`src/rtl/shared_bus_arbiter.sv`:
```
module shared_bus_arbiter #(
  parameter int ROW_W        = 8,
  parameter int COL_W        = 5,
  parameter int SPLIT_CYCLES = 8,
  parameter int INT_CYCLES   = 32
) (
  input  logic                     clk,
  input  logic                     rst_n,
  input  logic [1:0]               mode,
  input  logic                     line_sync_n,
  input  logic                     frame_sync_n,
  input  logic                     cpu_a14,
  input  logic                     cpu_iorq_n,
  input  logic                     cpu_m1_n,
  input  logic                     cpu_busack_n,
  output logic                     cpu_busreq_n,
  output logic                     cpu_int_n,
  input  logic [ROW_W-1:0]         vid_row,
  input  logic [COL_W-1:0]         vid_col,
  input  logic                     vid_fetch,
  output logic                     vid_sel,
  output logic [ROW_W+COL_W-1:0]   vid_addr,
  output logic                     vid_fetch_go,
  output logic                     vid_fetch_drop
);
  localparam int AW  = ROW_W + COL_W;
  localparam int SW  = (SPLIT_CYCLES > 1) ? $clog2(SPLIT_CYCLES) : 1;
  localparam int IW  = $clog2(INT_CYCLES + 1);
  localparam logic [SW-1:0] SPLIT_LAST = SW'(SPLIT_CYCLES - 1);
  localparam logic [IW-1:0] INT_LOAD   = IW'(INT_CYCLES);

  logic [SW-1:0] split_cnt;
  logic          split_phase;
  logic          mode_rel, release_bus;
  logic          fs_prev, fs_fall, int_ack;
  logic [IW-1:0] int_cnt;
  logic [AW-1:0] lin, scr;

  always_comb begin
    case (mode)
      2'b01:   mode_rel = 1'b1;
      2'b10:   mode_rel = ~cpu_a14;
      2'b11:   mode_rel = split_phase;
      default: mode_rel = 1'b0;
    endcase
  end

  assign release_bus = ~line_sync_n | ~cpu_iorq_n | mode_rel;

  always_ff @(posedge clk) begin
    if (!rst_n) begin
      split_cnt   <= '0;
      split_phase <= 1'b0;
    end else if (split_cnt == SPLIT_LAST) begin
      split_cnt   <= '0;
      split_phase <= ~split_phase;
    end else begin
      split_cnt   <= split_cnt + 1'b1;
    end
  end

  always_ff @(posedge clk) begin
    if (!rst_n) cpu_busreq_n <= 1'b1;
    else        cpu_busreq_n <= release_bus;
  end

  assign vid_sel = ~cpu_busack_n & ~cpu_busreq_n;

  assign lin = {vid_row, vid_col};
  always_comb begin
    scr        = lin;
    scr[10:8]  = lin[7:5];
    scr[7:5]   = lin[10:8];
  end

  always_ff @(posedge clk) begin
    if (!rst_n) begin
      vid_fetch_go   <= 1'b0;
      vid_fetch_drop <= 1'b0;
      vid_addr       <= '0;
    end else begin
      vid_fetch_go   <= vid_fetch & vid_sel;
      vid_fetch_drop <= vid_fetch & ~vid_sel;
      if (vid_fetch) vid_addr <= scr;
    end
  end

  assign fs_fall = fs_prev & ~frame_sync_n;
  assign int_ack = ~cpu_m1_n & ~cpu_iorq_n;

  always_ff @(posedge clk) begin
    if (!rst_n) begin
      fs_prev <= 1'b1;
      int_cnt <= '0;
    end else begin
      fs_prev <= frame_sync_n;
      if (fs_fall)             int_cnt <= INT_LOAD;
      else if (int_ack)        int_cnt <= '0;
      else if (int_cnt != '0)  int_cnt <= int_cnt - 1'b1;
    end
  end

  assign cpu_int_n = (int_cnt == '0);
endmodule

```
`config.mk`:
```
export PLATFORM = sky130hd
export DESIGN_NAME = shared_bus_arbiter
export DESIGN_NICKNAME = d
export VERILOG_FILES = /design/src/rtl/shared_bus_arbiter.sv
export SDC_FILE = /design/constraint.sdc
export NUM_CORES = 1
export LEC_CHECK = 0
export BUFFER_PORTS_ARGS = -buffer_cell sky130_fd_sc_hd__buf_2
export CAP_MARGIN = 10
export CORE_UTILIZATION = 40
export DETAILED_ROUTE_END_ITERATION = 8
export HOLD_SLACK_MARGIN = 0.05
export MAX_ROUTING_LAYER = met4
export PLACE_DENSITY = 0.75
export RECOVER_POWER = 25
export SLEW_MARGIN = 20
export SYNTH_ARGS = -nofsm -noshare
export SYNTH_HDL_FRONTEND = slang
export SYNTH_SLANG_ARGS = --single-unit
```
`constraint.sdc`:
```
create_clock -name clk -period 1.05 [get_ports clk]
set_clock_uncertainty 0.05 [all_clocks]
set_input_delay 0.0525 -clock clk [delete_from_list [all_inputs] [get_ports clk]]
set_output_delay 0.0525 -clock clk [all_outputs]
set_load 0.01 [all_outputs]
```
Word level (Yosys, flattened, before mapping)
Index checks and enable logic that the tools add are counted.
{"block": "word_totals", "word_cells": 41, "in_bits": 24, "output_inout_bits": 18, "ff_bits": 27}
{"block": "classes", "n_reduce_logical": 5, "mux": 4, "bitwise": 17, "eq_ne": 4, "add_sub_neg": 2}
{"cell": "$mux 6", "n": 3}
{"cell": "$not 1->1", "n": 10}
{"cell": "$logic_not 6->1", "n": 1}
{"cell": "$reduce_bool 6->1", "n": 1}
{"cell": "$sub 6x1->6 const B", "n": 1}
{"cell": "$and 1x1->1", "n": 5}
{"cell": "$eq 2x2->1 const B", "n": 2}
{"cell": "$add 3x1->3 const B", "n": 1}
{"cell": "$eq 3x3->1 const B", "n": 1}
{"cell": "$pmux 1 s3", "n": 1}
{"cell": "$reduce_bool 3->1", "n": 1}
{"cell": "$reduce_or 3->1", "n": 1}
{"cell": "$eq 2x1->1 const B", "n": 1}
{"cell": "$or 1x1->1", "n": 2}
{"cell": "$reduce_or 2->1", "n": 1}

Longest topological paths before layout
Gate-level depths: netlist of run 1.
{"block": "depth", "word_depth": 4, "depth_mapped": 5, "depth_no_buf": 5}

Worst setup path after synthesis of run 1
OpenSTA, ideal clock, no wires.
{"block": "synth_timing", "path_type": "register -> register", "from": "register split_cnt[0]", "to": "register split_phase", "arrival_ps": 960, "path_stages_with_launch": 5, "path_buffers": 0, "setup_ps": 115, "slack_ps": -75, "t_required_ps": 885, "path_cell_list": "dfxtp_1 ha_1 ha_1 xor2_1 and2_1"}
{"block": "synth_via", "elab_chain_len": 1}
{"item": "start: declaration", "line": "32", "text": "logic [SW-1:0] split_cnt;"}
{"item": "start signal: assignment", "line": "58", "text": "split_cnt <= split_cnt + 1'b1;"}
{"item": "$eq 3x3->1", "line": "54", "text": "end else if (split_cnt == SPLIT_LAST) begin"}
{"item": "end signal: assignment", "line": "56", "text": "split_phase <= ~split_phase;"}
{"item": "end: declaration", "line": "33", "text": "logic split_phase;"}
Every way passes these cells.
A chain may end at the register's enable or synchronous reset.

Worst setup path in the final report of run 1
{"block": "layout_timing", "from": "register int_cnt[3]", "to": "output cpu_int_n"}
{"block": "layout_via", "elab_chain_len": 1}
{"item": "start: declaration", "line": "36", "text": "logic [IW-1:0] int_cnt;"}
{"item": "start signal: assignment", "line": "99", "text": "else if (int_cnt != '0) int_cnt <= int_cnt - 1'b1;"}
{"item": "$logic_not 6->1", "line": "103", "text": "assign cpu_int_n = (int_cnt == '0);"}
{"item": "end: declaration", "line": "17", "text": "output logic cpu_int_n,"}
Every way passes these cells.

==> summary.md, run 1 <==
| Metric | Value |
|---|---|
| Hold crit path type | `in2reg` |
| Area Overhead vs Synth | `56.8%` |
| Clock-pin transition on the worst setup and hold timing paths | `approximately 0.14 ns` |
| Initial Util | `0.428` |
| Slew @ Worst Pin | `between 0.3 and 0.4 ns` |
| GR met1 Demand/Resource | `0.216` |
| Cell Chain, Critical Path | `nor3_4 -> nand3b_4 -> inv_2 -> buf_6` |
| Antenna Nets Post-Route | `0` |
| Post-route insts no fill | `201` |
| Worst-Skew Late Latency | `approximately 0.31 ns` |
| Total number of vias | `just over 900` |
| Synth Cell Area | `~1100 um2` |
| Nets@finish | `200` |
| Placed cells | `roughly 180` |
| Final hold vios | `0` |
| Clock root cell | `clkbuf_4` |
| Setup slack after layout | `-0.209 ns` |
| Number of synthesis warnings | `0` |
| Sequential share of the synthesized area | `0.505` |
| Yosys top cell area share | `0.505` |
| Die ar. | `just under 3000 um2` |
| #FFs+latches synth | `27` |
| Port-buffer cells | `between 40 and 50` |
| Critical path class | `reg2out` |
| Gr usage total | `0.175` |
| PwrDens | `approximately 1900 nW/um2` |
| H-tree depth | `1` |
| Met3 Use GR | `0.0339` |
| Leak | `0.822 nW` |
| Netlist cell types | `27` |
| Fin Setup TNS | `-0.828 ns` |
| CP Data Required Time | `0.95 ns` |
| Die width | `approximately 54 um` |
| Slowest cell on crit path | `dfxtp_2` |
| Dpl ws | `-0.0671 ns` |
| Clock tree sinks | `27` |
| Tmin final | `1.26 ns` |
| Final HPWL DP | `about 1.5 mm` |
| Largest net degree at the start of global routing | `23` |
| WP buf/inv | `2` |
| Most frequent cell after synthesis | `dfxtp_1` |
| Synth cell count leaders | `27 x dfxtp_1, 14 x nor2b_1, 13 x mux2i_1, 8 x nor2_1` |
| F_max | `794 MHz` |
| Startpoint Class | `flop` |
| Data arrival, critical path | `about 1.2 ns` |
| Relative slew slack | `0.734` |
| CP max stage delay | `between 0.3 and 0.4 ns` |
| Status | `finished, violations left` |
| Total Power | `3.21 mW` |
| DRC errors left | `0` |
| RSZ-0062 raised after global routing | `yes` |
| Final setup fails | `8` |
| CTS max path bufs | `2` |
| Initial antenna violation count | `0` |
| Detailed Route Iter0 Violations | `4` |
| First-pass GRT wire length | `about 3.5 mm` |
| GRT overflow | `0` |
| VDD IR-drop max | `about 0.0017 V` |
| Share of cells above drive strength 1 | `0.415` |
| Mapped Avg Cell Area | `10.6 um2` |
| Max-cap check violation count | `0` |
| WL final | `2.35 mm` |
| # fillers | `approximately 180` |
| Grt met2 use | `0.294` |
| Top post-synthesis cells by area | `dfxtp_1 50%, mux2i_1 12%, nor2b_1 8.2%` |
| Failing checks | `setup timing` |
| CP endpoint kind | `primary output` |
| GPL Wtd Cong | `approximately 0.72` |
| EDFF count, synth | `0` |
| Most used flip-flop cell after synthesis | `dfxtp_1` |
| Post-synth ARST share | `0` |
| Max-slew violations | `0` |
| Io pins | `between 40 and 50` |
| Top delay family on crit path | `flip-flops` |
| Final Core Density | `0.672` |
| Tcrit/Tclk final | `1.20` |
| Die outline height | `~54 um` |
| Total core area | `2500 um2` |
| # rows | `18` |
| Number of global-route vias before repair | `around 810` |
| Wire per inst | `approximately 12 um` |
| CTS tree | `built` |
| Syn_nets | `129` |
| Yosys top cell by area | `dfxtp_1` |
| DRT Pass-1 Iters | `4` |
| Vias per cell | `4.52` |
| Total CTS buffers | `3` |
| Busiest grt layer | `met2` |
| ANT cells | `0` |
| Syn Inst Count | `101` |
| CP Max Fanout | `2` |
-- final cells by class --
type | instances | area, um2 | area share
repair buffers | 70 | 480 | 0.286
clock inverters | 1 | 5.00 | 0.00298
inverters | 4 | 15.0 | 0.00894
flip-flops and latches | 27 | 546 | 0.325
multi-input cells | 66 | 573 | 0.341
clock buffers | 3 | 22.5 | 0.0134
well taps | 30 | 37.5 | 0.0224
-- metal layers --
metal / part of all wire / routed length, um / up-vias
li1: - / - / 475
met1: 0.43 / 1010 / 409
met2: 0.53 / 1260 / 23
met3: 0.029 / 67 / 2
met4: 0.0055 / 13 / 0
met5: 0 / 0 / -
-- final timing paths --
path | start | end | slack, ns | cells after the start
hold reg to reg | split_cnt[0] | split_cnt[0] | 0.41 | 1
setup reg to reg | int_cnt[3] | int_cnt[0] | -0.14 | 5
setup / recovery | int_cnt[3] | cpu_int_n | -0.21 | 4
hold / removal | rst_n | int_cnt[0] | 0.08 | 4
-- cells in the final DEF (no fill, tap or decap), types with 3 or more instances in the layout --
cell,n
buf_2,38
buf_4,10
clkbuf_4,3
dfxtp_1,23
dfxtp_2,4
dlygate4sd3_1,20
ha_4,3
inv_2,3
mux2i_1,13
nand2_1,3
nor2_1,6
nor2b_1,14
xor2_1,3
-- through the flow --
stage	hold slack, ns	area (um2)
after floorplan	0.0755	1100
after global placement	0.191	1380
after detailed placement	0.192	1380
after CTS	0.0735	1670
after global routing	0.0838	1680
final	0.0789	1680
-- power by group --
part	leakage (nW)	internal [mW]	switching, mW
clock network	0.0177	0.142	0.292
registers	0.224	1.17	0.0980
logic	0.580	0.835	0.670
-- cells by family (layout without fill, tap and decap cells) --
family	Yosys count	after routing	share of synthesized area
multiplexers	13	13	0.121
AND/OR/NAND/NOR	38	38	0.208
XOR/XNOR	6	6	0.0491
adder cells (fa/ha/maj)	4	4	0.0467
buffers and inverters	8	78	0.0327
AO/OA/AOI/OAI	5	5	0.0374
flip-flops	27	27	0.505
-- worst register-to-register path: cells and delay by family, from the launching register on --
family	cells	cell delay (ns)
and+or+nand+nor	3	0.39
DFF	1	0.36
buffers and inverters	1	0.17
xor gates and xnor gates	1	0.13
-- sequential cells by signal, summed over array words and instances, names as in the netlist --
name	count
vid_fetch_go	1
vid_fetch_drop	1
int_cnt	6
split_cnt	3
cpu_busreq_n	1
fs_prev	1
split_phase	1
vid_addr	13
-- timing repair --
item	in CTS	in global routing
endpoints found under the setup margin	9	9
setup buffers	3	1
pin swaps	6	4
gates resized for setup	11	2
hold endpoints to repair	18	0
gates cloned	0	0
hold buffers	20	0
Note: power is estimated with default switching activity, not from simulation.
==> run 2, diff against run 1 <==
CORE_MARGIN = 5   (was not set)
==> run 2 against run 1 <==
  * The flow still finishes with violations (setup timing)
  * Sequential power about the same
  * Worst hold slack worse by 0.025 ns
  * Critical path depth stayed put
  * Combinational power about the same
  * First-iteration DRC count is 75% higher
  * Total power increased by 0.25%
  * Final area shrank 0.37%
  * Via count is 0.77% lower
  * Largest power group unchanged
==> summary.md, run 2 (synthesis gave the netlist of run 1 again) <==
| Metric | Value |
|---|---|
| Most common cell after layout, fill and taps aside | `buf_2` |
| DRT Pass-1 Iters | `2` |
| First-pass GRT wire length | `between 3 and 4 mm` |
| DRC errors left | `0` |
| Final HPWL DP | `about 1.7 mm` |
| Final setup fails | `8` |
| Total CTS buffers | `3` |
| CP endpoint | `cpu_int_n` |
| Antenna Nets Post-Route | `0` |
| Failing checks | `setup timing` |
| Initial Util | `0.425` |
| Tcrit/Tclk final | `1.21` |
| # fillers | `192` |
| Biggest register | `vid_addr` |
| H-tree depth | `1` |
| Total core area | `around 2500 um2` |
| Gr usage total | `0.142` |
| CP Data Required Time | `about 0.95 ns` |
| Hold_sp | `cpu_a14` |
| Relative slew slack | `0.740` |
| WL final | `about 2.4 mm` |
| Worst hold slack | `~0.054 ns` |
| CP Max Fanout | `2` |
| ANT cells | `0` |
| Tmin final | `about 1.3 ns` |
| CTS max path bufs | `2` |
| Die outline height | `just over 60 um` |
| Number of global-route vias before repair | `between 900 and 1,000` |
| Critical path class | `reg2out` |
| Worst r2r dst | `int_cnt[0]` |
| Wire per inst | `11.9 um` |
| Worst-Skew Late Latency | `roughly 0.31 ns` |
| Design area | `around 1700 um2` |
| Port-buffer cells | `slightly above 40` |
| Share of cells above drive strength 1 | `0.412` |
| Leak | `approximately 0.81 nW` |
| Max-slew violations | `0` |
| RSZ-0062 raised after global routing | `yes` |
| Vias per cell | `about 4.5` |
| Startpoint Class | `flop` |
| Largest net degree at the start of global routing | `23` |
| PwrDens | `slightly below 2000 nW/um2` |
| FF-to-FF setup slack | `-0.16 ns` |
| Max-cap check violation count | `0` |
| Nets@finish | `just under 200` |
| Hold crit path type | `in2reg` |
| Setup slack after layout | `-0.218 ns` |
| GPL Wtd Cong | `slightly below 0.7` |
| VDD IR-drop max | `0.00145 V` |
| Total Power | `between 3 and 4 mW` |
| Worst r2r src | `int_cnt[2]` |
| Data arrival, critical path | `between 1 and 1.5 ns` |
| Total number of vias | `roughly 900` |
| Die width | `around 60 um` |
| Area Overhead vs Synth | `56.2%` |
| Status | `finished, violations left` |
| F_max | `roughly 790 MHz` |
| CTS tree | `built` |
| Worst Reg-to-Reg Cells | `5` |
| Setup crit start | `int_cnt[2]` |
| Slew @ Worst Pin | `roughly 0.39 ns` |
| Dpl ws | `-0.0457 ns` |
| Commonest non-fill, non-tap cells in the layout | `38 x buf_2, 22 x dfxtp_1, 20 x dlygate4sd3_1` |
| Final Core Density | `0.663` |
| Initial antenna violation count | `0` |
| # rows | `18` |
| Area after DPL | `1370 um2` |
| Clock tree sinks | `27` |
| Detailed Route Iter0 Violations | `7` |
| Die ar. | `~3800 um2` |
| CP endpoint kind | `primary output` |
| Largest regs | `vid_addr: 13 flops, int_cnt: 6 flops, split_cnt: 3 flops` |
| Final hold vios | `0` |
| Clock-pin transition on the worst setup and hold timing paths | `~0.15 ns` |
| Io pins | `42` |
| GRT overflow | `0` |
| Largest register FFs | `13` |
| Clock root cell | `clkbuf_4` |
==> run 2: routing by layer <==
metal / GRT usage / up-vias / share of wire
met3: 0.0248 / 2 / 0.049
met2: 0.257 / 19 / 0.52
met5: - / - / 0
li1: - / 471 / -
met4: 0.0364 / 0 / 0.0050
met1: 0.160 / 410 / 0.43
==> run 2: stage by stage <==
stage,setup TNS (ns),std cells
finish,-0.960,200
detailed placement,-0.105,174
floorplan,0,101
CTS,-0.869,201
global route,-1.46,200
global placement,-0.00368,174
==> run 2: how the worst min path moves through the flow <==
stage / slack (ns) / cells past startpoint / to
2_1_floorplan: 0.08 / 1 / fs_prev
5_1_grt: 0.06 / 4 / cpu_busreq_n
3_3_place_gp: 0.18 / 2 / vid_fetch_go
4_1_cts: 0.06 / 4 / int_cnt[1]
3_5_place_dp: 0.20 / 2 / vid_fetch_go
6_report: 0.05 / 4 / cpu_busreq_n
==> run 2: layout make-up <==
class | instances | area (um2) | area share
Multi-Input combinational cell | 66 | 571 | 0.341
Clock buffer | 3 | 22.5 | 0.0135
Clock inverter | 1 | 7.51 | 0.00449
Sequential cell | 27 | 547 | 0.327
Inverter | 4 | 15.0 | 0.00898
Tap cell | 30 | 37.5 | 0.0224
Timing Repair Buffer | 69 | 473 | 0.283
==> run 2: report_power, final <==
group	internal (mW)	leakage [nW]	switching, mW
logic	0.830	0.574	0.670
clock network	0.145	0.0139	0.301
registers	1.17	0.224	0.0967
total	2.15	0.813	1.07
==> run 2: critical path, stage by stage (launching register included) <==
cell	delay [ns]
dfxtp_2	0.36
nor3_4	0.24
nand3b_4	0.11
inv_2	0.06
buf_6	0.09
==> run 2: timing repair <==
action,CTS,global route
pin swaps,3,2
buffers inserted,3,0
resized for setup,13,0
hold buffers,20,0
endpoints found under the setup margin,10,9
hold endpoints to repair,18,0
==> run 3, diff against run 2 <==
CORE_UTILIZATION = 42   (was 40)
PLACE_DENSITY = 0.78   (was 0.75)
==> run 3 against run 2 <==
  * Highest routed layer unchanged
  * Fmax down 1.6%
  * Non-clock buffer count increased by 2
  * Global-route usage grew 2.6 points
  * The flow still finishes with violations (setup timing)
  * First-iteration DRC count is 71% higher
  * Sequential share of layout area up 0.076 points
  * Cell count grew 1.0%
  * Critical endpoint unchanged
  * Clock-buffer cell count is the same
  * Largest cell class unchanged
  * Worst setup slack got worse by 0.020 ns
  * Largest power group unchanged
==> summary.md, run 3 (synthesis gave the netlist of run 1 again) <==
| Metric | Value |
|---|---|
| Total core area | `about 2500 um2` |
| CP endpoint kind | `primary output` |
| Hold crit path type | `in2reg` |
| CP Max Fanout | `2` |
| Worst Hold End | `cpu_busreq_n` |
| Area Overhead vs Synth | `56.5%` |
| Total CTS buffers | `3` |
| Die outline height | `a little over 60 um` |
| Startpoint Class | `flop` |
| Largest net degree at the start of global routing | `23` |
| Worst Reg-to-Reg Cells | `5` |
| Detailed Route Iter0 Violations | `12` |
| # fillers | `between 150 and 200` |
| Die width | `around 61 um` |
| RSZ-0062 raised after global routing | `yes` |
| WL final | `about 2.7 mm` |
| CTS max path bufs | `2` |
| Hold_sp | `cpu_a14` |
| First-pass GRT wire length | `about 4.3 mm` |
| # rows | `18` |
| Clock-pin transition on the worst setup and hold timing paths | `0.15 ns` |
| Placed cells | `174` |
| Number of global-route vias before repair | `~1,000` |
| H-tree depth | `1` |
| Final HPWL DP | `about 1.7 mm` |
| Slew @ Worst Pin | `just under 0.4 ns` |
| Nets@finish | `around 200` |
| GPL Wtd Cong | `0.694` |
| Data arrival, critical path | `about 1.2 ns` |
| Post-route insts no fill | `around 200` |
| DRT Pass-1 Iters | `4` |
| Leak | `0.823 nW` |
| FF-to-FF setup slack | `-0.17 ns` |
| DRC errors left | `0` |
| GRT overflow | `0` |
| Failing checks | `setup timing` |
| Total Power | `around 3.1 mW` |
| Worst r2r dst | `int_cnt[0]` |
| Tmin final | `1.29 ns` |
| Clock root cell | `clkbuf_4` |
| Commonest non-fill, non-tap cells in the layout | `39 x buf_2, 21 x dlygate4sd3_1, 20 x dfxtp_1` |
| CP max stage delay | `between 0.3 and 0.4 ns` |
| CTS tree | `built` |
| Initial Util | `0.436` |
| Max-cap check violation count | `0` |
| ANT cells | `0` |
| Vias per cell | `between 4 and 5` |
| Final setup fails | `10` |
| Initial antenna violation count | `0` |
| Io pins | `42` |
| Port-buffer cells | `41` |
| Cell Chain, Critical Path | `nor3_4 -> nand3b_4 -> inv_2 -> buf_6` |
| VDD IR-drop max | `~0.0013 V` |
| Relative slew slack | `0.736` |
| Setup slack after layout | `-0.238 ns` |
| Final hold vios | `0` |
| Hold Path Depth | `4` |
| Worst-Skew Late Latency | `between 0.3 and 0.4 ns` |
| Max-slew violations | `0` |
| Tcrit/Tclk final | `1.23` |
| PwrDens | `~1900 nW/um2` |
| Largest regs | `vid_addr: 13 flops, int_cnt: 6 flops, split_cnt: 3 flops` |
| Slowest cell on crit path | `dfxtp_2` |
| Die ar. | `between 3000 and 4000 um2` |
| Gr usage total | `0.167` |
| Biggest register | `vid_addr` |
| CP Data Required Time | `0.95 ns` |
| Status | `finished, violations left` |
| Total number of vias | `949` |
| Share of cells above drive strength 1 | `0.430` |
| F_max | `777 MHz` |
| Largest register FFs | `13` |
| Clock tree sinks | `27` |
| Wire per inst | `between 10 and 15 um` |
| Critical path class | `reg2out` |
| Most common cell after layout, fill and taps aside | `buf_2` |
| Worst r2r src | `int_cnt[4]` |
| Antenna Nets Post-Route | `0` |
-- run 3: worst max-delay path: cells and delay by family, from the launching register on --
| kind | cells | cell delay, ns |
|---|---|---|
| DFF | 1 | 0.37 |
| buffers and inverters | 2 | 0.15 |
| and+or+nand+nor | 2 | 0.33 |
-- run 3: how the worst max path moves through the flow --
stage | from | to | slack, ns
after floorplan | split_cnt[0] | split_phase | 0.0003
after global placement | split_cnt[0] | split_phase | -0.006
after detailed placement | int_cnt[4] | int_cnt[0] | -0.08
after CTS | int_cnt[4] | cpu_int_n | -0.28
after global routing | int_cnt[4] | cpu_int_n | -0.33
final | int_cnt[4] | cpu_int_n | -0.24
-- run 3: per-layer routing --
layer	GRT usage	up-vias	share of wire
met5	-	-	0
met2	0.316	28	0.58
li1	-	478	-
met4	0.0526	0	0.0089
met1	0.161	439	0.36
met3	0.0511	4	0.060
-- run 3: what timing repair did --
item	4_1_cts	5_1_grt
endpoints found under the setup margin	9	10
hold buffers	21	1
buffers inserted	2	1
resized for setup	10	3
pin swaps	3	2
endpoints found under the hold margin	20	2
-- run 3: layout make-up --
class | instances | area [um2] | area share
Timing Repair Buffer | 71 | 487 | 0.290
Clock inverter | 1 | 5.00 | 0.00299
Sequential cell | 27 | 549 | 0.328
Tap cell | 30 | 37.5 | 0.0224
Multi-Input combinational cell | 66 | 561 | 0.334
Inverter | 4 | 15.0 | 0.00896
Clock buffer | 3 | 22.5 | 0.0134
-- run 3: report_power, final --
group	leakage (nW)	internal, mW	total, mW	switching (mW)
sequential	0.224	1.17	1.28	0.103
clock	0.0177	0.143	0.444	0.301
combinational	0.581	0.759	1.41	0.650
total	0.823	2.08	3.13	1.05
-- run 3: metrics by stage --
stage	area, um2	worst slack [ns]	util	hold slack [ns]	setup TNS [ns]
floorplan	1100	0.000272	-	0.0755	0
global placement	1370	-0.00626	0.559	0.180	-0.00647
detailed placement	1370	-0.0820	0.559	0.188	-0.303
CTS	1660	-0.275	0.678	0.0693	-1.22
global route	1680	-0.327	0.683	0.0919	-2.04
finish	1680	-0.238	0.683	0.0696	-1.07
